==> src/rtl/lres_pkg.sv <==
// Package: shared constants and types for the PHY link monitor.
// Assumes standard clause-22 PHY register layout for status/ability words.
package lres_pkg;

    // PHY register addresses read by the sweep
    localparam logic [4:0] PHY_REG_STATUS  = 5'd1;
    localparam logic [4:0] PHY_REG_ADV     = 5'd4;
    localparam logic [4:0] PHY_REG_PARTNER = 5'd5;
    localparam logic [4:0] PHY_REG_GCTL    = 5'd9;
    localparam logic [4:0] PHY_REG_GSTAT   = 5'd10;

    // Bit positions inside PHY words
    localparam int STS_LINK = 2;
    localparam int STS_EXT  = 8;
    localparam int ABIL_LO  = 5;   // 4 ability bits: 10H,10F,100H,100F
    localparam int GLOC_LO  = 8;   // local gigabit: half, full
    localparam int GPAR_LO  = 10;  // partner gigabit: half, full

    localparam logic [15:0] NO_PHY = 16'hFFFF;

    // Override byte bit positions
    localparam int OV_LINK = 0;
    localparam int OV_FDX  = 1;
    localparam int OV_100  = 2;
    localparam int OV_1000 = 3;
    localparam int OV_EN   = 6;

    localparam logic [7:0] OVR_DOWN = 8'h40;
    localparam logic [7:0] TC_OFF   = 8'h03;
    localparam logic [7:0] TC_ON    = 8'h00;

    // Sweep sequencer states
    typedef enum logic [3:0] {
        S_IDLE, S_PICK, S_STS1, S_STS2, S_ADV, S_PARTNER,
        S_GCTL, S_GSTAT, S_WOVR, S_WTC, S_NEXT
    } sweep_state_e;

endpackage

==> src/rtl/lres_resolve.sv <==
// Module: lres_resolve
// Turns the masked ability bits of a link-up port into the override byte.
// Assumes gig inputs are zero when no gigabit registers were read.
module lres_resolve
    import lres_pkg::*;
(
    input  logic [3:0] adv_i,    // local 10/100 ability {100F,100H,10F,10H}
    input  logic [3:0] lpa_i,    // partner 10/100 ability, same order
    input  logic [1:0] gloc_i,   // local gigabit {full, half}
    input  logic [1:0] gpar_i,   // partner gigabit {full, half}
    output logic [7:0] ovr_o
);

    logic [3:0] common;
    logic       is100, fdx_base, gig, fdx;

    // Purpose: pick highest common mode and assemble the override byte
    always_comb begin
        common   = adv_i & lpa_i;
        is100    = common[3] | common[2];
        fdx_base = common[3] | (~common[2] & common[1]);
        gig      = (|gloc_i) & (|gpar_i);
        fdx      = gig ? gpar_i[1] : fdx_base;
        ovr_o          = '0;
        ovr_o[OV_EN]   = 1'b1;
        ovr_o[OV_LINK] = 1'b1;
        ovr_o[OV_1000] = gig;
        ovr_o[OV_100]  = ~gig & is100;
        ovr_o[OV_FDX]  = fdx;
    end

endmodule

==> src/rtl/lres_link_store.sv <==
// Module: lres_link_store
// Holds one remembered link bit per port; cleared by reset or clear strobe.
// Assumes at most one port updated per cycle.
module lres_link_store #(
    parameter int NPORT  = 8,
    parameter int PORT_W = 3
) (
    input  logic              clk,
    input  logic              rst_n,
    input  logic              clr_i,
    input  logic              upd_i,
    input  logic [PORT_W-1:0] upd_idx_i,
    input  logic              upd_val_i,
    output logic [NPORT-1:0]  state_o
);

    for (genvar i = 0; i < NPORT; i++) begin : g_bit
        // Purpose: keep port i's last reported link level
        always_ff @(posedge clk) begin
            if (!rst_n)
                state_o[i] <= 1'b0;
            else if (clr_i)
                state_o[i] <= 1'b0;
            else if (upd_i && upd_idx_i == PORT_W'(i))
                state_o[i] <= upd_val_i;
        end
    end

endmodule

==> src/rtl/lres_port_cfg.sv <==
// Module: lres_port_cfg
// Looks up eligibility, bus side and PHY address for the current port.
// Assumes port_idx_i < NPORT.
module lres_port_cfg #(
    parameter int NPORT     = 8,
    parameter int PORT_W    = 3,
    parameter int PHY_W     = 5,
    parameter int EXT_FIRST = 4
) (
    input  logic [PORT_W-1:0]      port_idx_i,
    input  logic [NPORT-1:0]       used_i,
    input  logic [NPORT-1:0]       bypass_i,
    input  logic [NPORT*PHY_W-1:0] phy_i,
    output logic                   eligible_o,
    output logic                   ext_o,
    output logic [PHY_W-1:0]       phy_o
);

    logic [NPORT-1:0] ext_mask;

    for (genvar i = 0; i < NPORT; i++) begin : g_ext
        assign ext_mask[i] = (i >= EXT_FIRST);
    end

    // Purpose: select per-port attributes for the port under service
    always_comb begin
        eligible_o = used_i[port_idx_i] & ~bypass_i[port_idx_i];
        ext_o      = ext_mask[port_idx_i];
        phy_o      = phy_i[port_idx_i*PHY_W +: PHY_W];
    end

endmodule

==> src/rtl/lres_link_monitor.sv <==
// Module: lres_link_monitor (top)
// Sweeps ports, polls PHY registers, resolves link, writes switch bytes on
// link edges. Assumes the MDIO side acknowledges every request eventually
// and that switch byte writes are accepted in the cycle they are strobed.
module lres_link_monitor
    import lres_pkg::*;
#(
    parameter int NPORT     = 8,
    parameter int PHY_W     = 5,
    parameter int EXT_FIRST = 4,
    localparam int PORT_W   = (NPORT > 1) ? $clog2(NPORT) : 1
) (
    input  logic                   clk,
    input  logic                   rst_n,
    input  logic                   start_i,
    input  logic                   tick_i,
    input  logic [NPORT-1:0]       port_used_i,
    input  logic [NPORT-1:0]       port_bypass_i,
    input  logic [NPORT*PHY_W-1:0] port_phy_i,
    output logic                   mdio_req_o,
    output logic                   mdio_ext_o,
    output logic [PHY_W-1:0]       mdio_phy_o,
    output logic [4:0]             mdio_reg_o,
    input  logic                   mdio_ack_i,
    input  logic [15:0]            mdio_rdata_i,
    output logic                   sw_wr_o,
    output logic                   sw_sel_o,
    output logic [PORT_W-1:0]      sw_port_o,
    output logic [7:0]             sw_data_o,
    output logic                   busy_o,
    output logic [NPORT-1:0]       link_state_o
);

    sweep_state_e      st_q, st_d;
    logic [PORT_W-1:0] port_q, port_d;
    logic              down_q, ext_sts_q;
    logic [3:0]        adv_q, lpa_q;
    logic [1:0]        gloc_q, gpar_q;
    logic              eligible, accept, clr, sts_new, upd;
    logic [7:0]        ovr_up;

    lres_port_cfg #(
        .NPORT(NPORT), .PORT_W(PORT_W), .PHY_W(PHY_W), .EXT_FIRST(EXT_FIRST)
    ) u_cfg (
        .port_idx_i (port_q),
        .used_i     (port_used_i),
        .bypass_i   (port_bypass_i),
        .phy_i      (port_phy_i),
        .eligible_o (eligible),
        .ext_o      (mdio_ext_o),
        .phy_o      (mdio_phy_o)
    );

    lres_link_store #(.NPORT(NPORT), .PORT_W(PORT_W)) u_store (
        .clk       (clk),
        .rst_n     (rst_n),
        .clr_i     (clr),
        .upd_i     (upd),
        .upd_idx_i (port_q),
        .upd_val_i (mdio_rdata_i[STS_LINK]),
        .state_o   (link_state_o)
    );

    lres_resolve u_res (
        .adv_i  (adv_q),
        .lpa_i  (lpa_q),
        .gloc_i (gloc_q),
        .gpar_i (gpar_q),
        .ovr_o  (ovr_up)
    );

    // Purpose: decode sweep launch, store clear and link-edge strobe
    always_comb begin
        accept  = (st_q == S_IDLE) && (start_i || tick_i);
        clr     = (st_q == S_IDLE) && start_i;
        sts_new = (mdio_rdata_i != NO_PHY) &&
                  (mdio_rdata_i[STS_LINK] != link_state_o[port_q]);
        upd     = (st_q == S_STS2) && mdio_ack_i && sts_new;
    end

    // Purpose: next-state and next-port logic of the sweep sequencer
    always_comb begin
        st_d   = st_q;
        port_d = port_q;
        case (st_q)
            S_IDLE:    if (accept) begin st_d = S_PICK; port_d = '0; end
            S_PICK:    st_d = eligible ? S_STS1 : S_NEXT;
            S_STS1:    if (mdio_ack_i) st_d = S_STS2;
            S_STS2:    if (mdio_ack_i) begin
                           if (!sts_new)                     st_d = S_NEXT;
                           else if (mdio_rdata_i[STS_LINK])  st_d = S_ADV;
                           else                              st_d = S_WOVR;
                       end
            S_ADV:     if (mdio_ack_i) st_d = S_PARTNER;
            S_PARTNER: if (mdio_ack_i) st_d = ext_sts_q ? S_GCTL : S_WOVR;
            S_GCTL:    if (mdio_ack_i) st_d = S_GSTAT;
            S_GSTAT:   if (mdio_ack_i) st_d = S_WOVR;
            S_WOVR:    st_d = S_WTC;
            S_WTC:     st_d = S_NEXT;
            S_NEXT:    if (port_q == PORT_W'(NPORT - 1)) st_d = S_IDLE;
                       else begin st_d = S_PICK; port_d = port_q + 1'b1; end
            default:   st_d = S_IDLE;
        endcase
    end

    // Purpose: sequencer state and port index registers
    always_ff @(posedge clk) begin
        if (!rst_n) begin
            st_q   <= S_IDLE;
            port_q <= '0;
        end else begin
            st_q   <= st_d;
            port_q <= port_d;
        end
    end

    // Purpose: capture the PHY fields needed for resolution
    always_ff @(posedge clk) begin
        if (!rst_n) begin
            down_q    <= 1'b0;
            ext_sts_q <= 1'b0;
            adv_q     <= '0;
            lpa_q     <= '0;
            gloc_q    <= '0;
            gpar_q    <= '0;
        end else if (mdio_ack_i) begin
            case (st_q)
                S_STS2: begin
                    down_q    <= ~mdio_rdata_i[STS_LINK];
                    ext_sts_q <= mdio_rdata_i[STS_EXT];
                    gloc_q    <= '0;
                    gpar_q    <= '0;
                end
                S_ADV:     adv_q  <= mdio_rdata_i[ABIL_LO +: 4];
                S_PARTNER: lpa_q  <= mdio_rdata_i[ABIL_LO +: 4];
                S_GCTL:    gloc_q <= mdio_rdata_i[GLOC_LO +: 2];
                S_GSTAT:   gpar_q <= mdio_rdata_i[GPAR_LO +: 2];
                default: ;
            endcase
        end
    end

    // Purpose: drive MDIO request address from the sequencer state
    always_comb begin
        mdio_req_o = 1'b1;
        case (st_q)
            S_STS1, S_STS2: mdio_reg_o = PHY_REG_STATUS;
            S_ADV:          mdio_reg_o = PHY_REG_ADV;
            S_PARTNER:      mdio_reg_o = PHY_REG_PARTNER;
            S_GCTL:         mdio_reg_o = PHY_REG_GCTL;
            S_GSTAT:        mdio_reg_o = PHY_REG_GSTAT;
            default: begin
                mdio_req_o = 1'b0;
                mdio_reg_o = '0;
            end
        endcase
    end

    // Purpose: drive switch byte writes and the busy flag
    always_comb begin
        sw_wr_o   = (st_q == S_WOVR) || (st_q == S_WTC);
        sw_sel_o  = (st_q == S_WTC);
        sw_port_o = port_q;
        if (st_q == S_WTC)
            sw_data_o = down_q ? TC_OFF : TC_ON;
        else if (st_q == S_WOVR)
            sw_data_o = down_q ? OVR_DOWN : ovr_up;
        else
            sw_data_o = '0;
        busy_o = (st_q != S_IDLE);
    end

endmodule

==> config.mk <==
export PLATFORM = sky130hd
export DESIGN_NAME = lres_link_monitor
export DESIGN_NICKNAME = d
export VERILOG_FILES = /design/src/rtl/lres_pkg.sv /design/src/rtl/lres_resolve.sv /design/src/rtl/lres_link_store.sv /design/src/rtl/lres_port_cfg.sv /design/src/rtl/lres_link_monitor.sv
export SDC_FILE = /design/constraint.sdc
export NUM_CORES = 1
export LEC_CHECK = 0
export BUFFER_PORTS_ARGS = -buffer_cell sky130_fd_sc_hd__buf_2
export CELL_PAD_IN_SITES_DETAIL_PLACEMENT = 1
export CELL_PAD_IN_SITES_GLOBAL_PLACEMENT = 1
export CORE_ASPECT_RATIO = 0.5
export CORE_UTILIZATION = 34
export CTS_CLUSTER_DIAMETER = 50
export DETAILED_ROUTE_END_ITERATION = 10
export PLACE_DENSITY = 0.83
export SLEW_MARGIN = 20
export SYNTH_ARGS = -nofsm -noshare
export SYNTH_HDL_FRONTEND = slang
export SYNTH_HIERARCHICAL = 1
export SYNTH_SLANG_ARGS = --single-unit
==> constraint.sdc <==
create_clock -name clk -period 3.2 [get_ports clk]
set_input_delay 0.16 -clock clk [delete_from_list [all_inputs] [get_ports clk]]
set_output_delay 0.16 -clock clk [all_outputs]
set_load 0.005 [all_outputs]
Word level (Yosys, flattened, before mapping)
Memory sizes are Yosys's and may differ from the RTL's. A register that Yosys moved wholly into a read port is not among the register bits.
Index checks and enable logic that the tools add are counted.
Widths: inputs -> output; s select.
{"block": "word_totals", "latchBits": 0, "romBits": 8, "register_bits": 29, "in_bits": 77, "n_memories": 1, "mem_bits_rw": 0}
{"block": "classes", "mux": 34, "n_addsub": 1, "n_eq_ne": 27, "shifts": 1, "n_bitwise": 12, "n_div": 0, "multipliers": 1, "n_reduce_logical": 33, "n_lt_le_gt_ge": 1}
{"name": "(no name shown)", "depth": 8, "width": 1, "read_ports": 1, "rd_clocked_by_memory_dff": 1, "wr": 0, "line_no": "lres_port_cfg.sv:28", "rtl": "ext_o = ext_mask[port_idx_i];"}
{"cell": "$mux 4", "n": 12}
{"cell": "$pmux 4 s11", "n": 1}
{"cell": "$shiftx 40x7->5", "n": 1}
{"cell": "$pmux 4 s5", "n": 1}
{"cell": "$eq 4x3->1 const B", "n": 4}
{"cell": "$ne 16x16->1 const B", "n": 1}
{"cell": "$ne 2x2->1 const B", "n": 8}
{"cell": "$mux 7", "n": 2}
{"cell": "$logic_and 1x1->1", "n": 13}
{"cell": "$eq 3x3->1 const B", "n": 4}
{"cell": "$eq 4x4->1 const B", "n": 3}
{"cell": "$mux 3", "n": 4}
{"cell": "$reduce_and 2->1", "n": 5}
{"cell": "$bmux 1 s3", "n": 3}
{"cell": "$eq 4x2->1 const B", "n": 2}
{"cell": "$pmux 2 s2", "n": 2}
{"cell": "$reduce_or 2->1", "n": 4}
{"cell": "$mux 1", "n": 7}
{"cell": "$reduce_and 7->1", "n": 1}
{"cell": "$eq 3x2->1 const B", "n": 2}
{"cell": "$mul 3x3->6 const B", "n": 1}
{"cell": "$pmux 3 s2", "n": 1}
{"cell": "$reduce_bool 2->1", "n": 3}
{"cell": "$reduce_or 6->1", "n": 1}
{"cell": "15 further kinds", "n": 24}

Logic depth before layout (Yosys ltp)
{"block": "logic_depth", "depth_word": 8, "ltp_mapped": 9, "depth_no_buf": 7}

Cells and area by module
Netlist, hierarchy kept.
{"module": "lres_link_monitor", "n_inst": 1, "cells_per_inst": 160, "area_each_um2": 1327.5}
{"module": "lres_port_cfg", "n_inst": 1, "cells_per_inst": 35, "area_each_um2": 451.7}
{"module": "lres_link_store", "n_inst": 1, "cells_per_inst": 34, "area_each_um2": 397.9}
{"module": "lres_resolve", "n_inst": 1, "cells_per_inst": 17, "area_each_um2": 112.6}

Worst setup path after synthesis
Ideal clock, no wire load.
{"block": "synth_path", "path_kind": "flip-flop to flip-flop", "startpoint": "reg port_q[0], in the netlist sw_port_o[0]", "endpoint": "reg u_store.state_o[0]", "synth_period_minus_slack_ns": 2.500, "arrival_time_ns": 2.426, "setup_slack_ns": 0.700, "n_path_buf": 0, "stages_incl_launch_ff": 7, "cell_sequence": "dfxtp_1 mux4_2 mux2_2 mux2i_1 nor2b_1 nor4b_2 mux2i_1"}
{"block": "synth_between", "elab_chain_len": 6, "word_cells_on_any_way": 7, "cone_classes": "1 x eq/ne; 2 x mux; 4 x reduce/logical"}
{"element": "start: declaration", "line_no": "lres_link_monitor.sv:35", "rtl": "logic [PORT_W-1:0] port_q, port_d;"}
{"element": "start signal: assignment", "line_no": "lres_link_monitor.sv:113", "rtl": "port_q <= port_d;"}
{"element": "$bmux 1 s3", "line_no": "lres_link_monitor.sv:77", "rtl": "(mdio_rdata_i[STS_LINK] != link_state_o[port_q]);"}
{"element": "$mux 1 (implied by the code)", "line_no": "lres_link_monitor.sv:77"}
{"element": "$ne 1x1->1", "line_no": "lres_link_monitor.sv:77"}
{"element": "$logic_and 1x1->1", "line_no": "lres_link_monitor.sv:76", "rtl": "sts_new = (mdio_rdata_i != NO_PHY) &&"}
{"element": "$logic_and 1x1->1", "line_no": "lres_link_monitor.sv:78", "rtl": "upd = (st_q == S_STS2) && mdio_ack_i && sts_new;"}
{"element": "named net upd", "line_no": "lres_link_monitor.sv:39", "rtl": "logic eligible, accept, clr, sts_new, upd;"}
{"element": "$logic_and 1x1->1", "line_no": "lres_link_store.sv:24", "rtl": "else if (upd_i && upd_idx_i == PORT_W'(i))"}
{"element": "end signal: indexed assignment", "line_no": "lres_link_store.sv:25", "rtl": "state_o[i] <= upd_val_i;"}
{"element": "end: declaration", "line_no": "lres_link_store.sv:14", "rtl": "output logic [NPORT-1:0] state_o"}
The timed path passes the listed nets, and every way through them passes these cells. The select of a mux whose other input is x is not followed.
A chain may end at the register's enable or synchronous reset.

Final worst setup path
Ends and elaborated chain as after synthesis.

==> impl_metrics.json <==
{
  "outcome": "completed",
  "diodes": 0,
  "path_max_fanout": 14,
  "cts_buffers": 3,
  "crit_buf_inv": 0,
  "start_util": 0.3595,
  "fin_setup_tns_ns": 0,
  "postRouteWirelength_um": 7312,
  "drc_errors": 0,
  "hp-class": "in -> reg",
  "cts-resized-gates": 0,
  "cp_common_cell": "mux2i_1",
  "post-route-period-util": 0.8919,
  "dieHeight_um": 59.17,
  "antenna_found_initial": 0,
  "worstSetupPathType": "reg -> reg",
  "final_net_count": 412,
  "p_per_area_mw_per_mm2": 428.3,
  "dr.pass1.iters": 4,
  "fin_crit_ns": 2.854,
  "fin_hold_ws_ns": 0.1665,
  "area_growth_pct": 27.14,
  "fp.dieArea_sq_mm": 0.006883,
  "io_pins": 111,
  "drtAntennaViolNets": 0,
  "setup_viol_count_final": 0,
  "power.leakage_nw": 1.285,
  "tritoncts": "yes",
  "wl_per_cell_um": 17.41,
  "cp_cell_sequence": "mux4_2, mux2_2, mux2i_1, nor2b_1, nor4b_2, mux2i_1",
  "yosys_warnings": 6,
  "critPathMaxStageDelay_ns": 0.68,
  "worstMarginPinSlew_ns": 0.6527,
  "reg2reg_depth": 6,
  "clk_latency_ns": 0.26,
  "final_hold_viol_count": 0,
  "syn_area_sq_mm": 0.002222,
  "grt_overflow_total": 0,
  "peakVddDrop_mv": 0.2283,
  "pre_cts_slack_ns": 0.4115,
  "grt_use_total": 0.2069,
  "synthCells": 240,
  "cts-root-buf": "clkbuf_16",
  "slew_headroom": 0.5642,
  "vias": 2261,
  "path_clk_slew_ns": 0.07,
  "portBuffers": 106,
  "r2r_start": "sw_port_o[0]",
  "rsz0062_at_grt": "false",
  "dp_hpwl_um": 5693,
  "drv_cap": 0,
  "ctsHoldBuffers": 0,
  "vias_per_cell": 5.383,
  "critPathArrivalTime_ns": 3.04,
  "fp.dieW_um": 116.3,
  "final_cell_mix": "buf_2, dfxtp_1, nand2_1, mux2i_1, nor2_1",
  "placeableCoreArea_sq_mm": 0.006181,
  "rows": 20,
  "cp_top_family": "multiplexers",
  "cp-start-kind": "flip-flop",
  "slew_viol_final": 0,
  "min_path_cells": 2,
  "min_to": "down_q",
  "fin_skew_ns": 0.006085,
  "grt_max_degree": 22,
  "mostFrequentLayoutCell": "buf_2",
  "grt_pass1_vias": 2261,
  "layout-drive-gt1-share": 0.3825,
  "cp_slowest_cell": "dfxtp_1",
  "setup_ws_ns": 0.3460,
  "r2r_slack_ns": 0.35,
  "place_congestion": 0.7819,
  "post_cts_buffers": 0,
  "htreeDepth": 1,
  "min_from": "mdio_rdata_i[2]",
  "cts.path.max_buffers": 2,
  "cp-end-kind": "flip-flop",
  "dr.first_iter.drc_count": 108,
  "r2r-end": "u_store/state_o[0]",
  "cp.required_ns": 3.39,
  "clock-sinks": 27,
  "grt_first_pass_wirelength_um": 10930,
  "clock.fmax_mhz": 350.4,
  "syn_area_per_cell_sq_um": 9.259
}
-- worst max-delay path by stage --
stage,from,endpoint,slack (ns),cells after the start
global placement,sw_port_o[0],u_store/state_o[0],0.53,6
global route,sw_port_o[0],u_store/state_o[0],0.24,6
floorplan,sw_port_o[0],u_store/state_o[0],0.70,6
finish,sw_port_o[0],u_store/state_o[0],0.35,6
detailed placement,sw_port_o[0],u_store/state_o[0],0.41,6
CTS,sw_port_o[0],u_store/state_o[0],0.40,6
-- worst reg2reg max path: cells and delay by family (launching register included) --
family | cells | cell delay, ns
DFF | 1 | 0.68
muxes | 4 | 1.29
and+or+nand+nor | 2 | 0.82
-- per-stage QoR --
stage | util | area (sq um) | instances | power (mW)
after global placement | 0.4443 | 2746 | 416 | 0.8943
after detailed placement | 0.4443 | 2746 | 416 | 0.9170
after CTS | 0.4571 | 2825 | 420 | 1.209
after floorplan | - | 2233 | 243 | 0.7938
after global routing | 0.4571 | 2825 | 420 | 1.282
final | 0.4571 | 2825 | 420 | 1.210
-- registers in the layout, summed over array words and instances, names as in the netlist, 2 cells and up --
name             cells
st_q                 4
gpar_q               2
u_store/state_o      8
adv_q                3
lpa_q                3
gloc_q               2
sw_port_o            3
-- cell type report --
cell class,count,area (sq um)
Multi-Input combinational cell,183,1509
Fill cell,768,3356
Clock buffer,4,78.83
Inverter,9,33.78
Tap cell,88,110.1
Sequential cell,27,540.5
Timing Repair Buffer,109,553.0
-- routing by layer --
metal	routed length, um	track usage	vias to the layer above	share of wire
met2	3761	0.4125	68	0.51
met3	328	0.03170	4	0.045
met4	29	0.03663	0	0.0040
met1	3192	0.2376	1105	0.44
met5	0	0	-	0
li1	-	-	1084	-
-- where the power goes --
group          internal [mW]  total (mW)  switching [mW]  leakage, nW
registers              0.359       0.456          0.0973        0.218
logic                  0.231       0.463           0.233         1.03
clock network          0.171       0.291           0.120       0.0382
(Power assumes the default switching activity.)
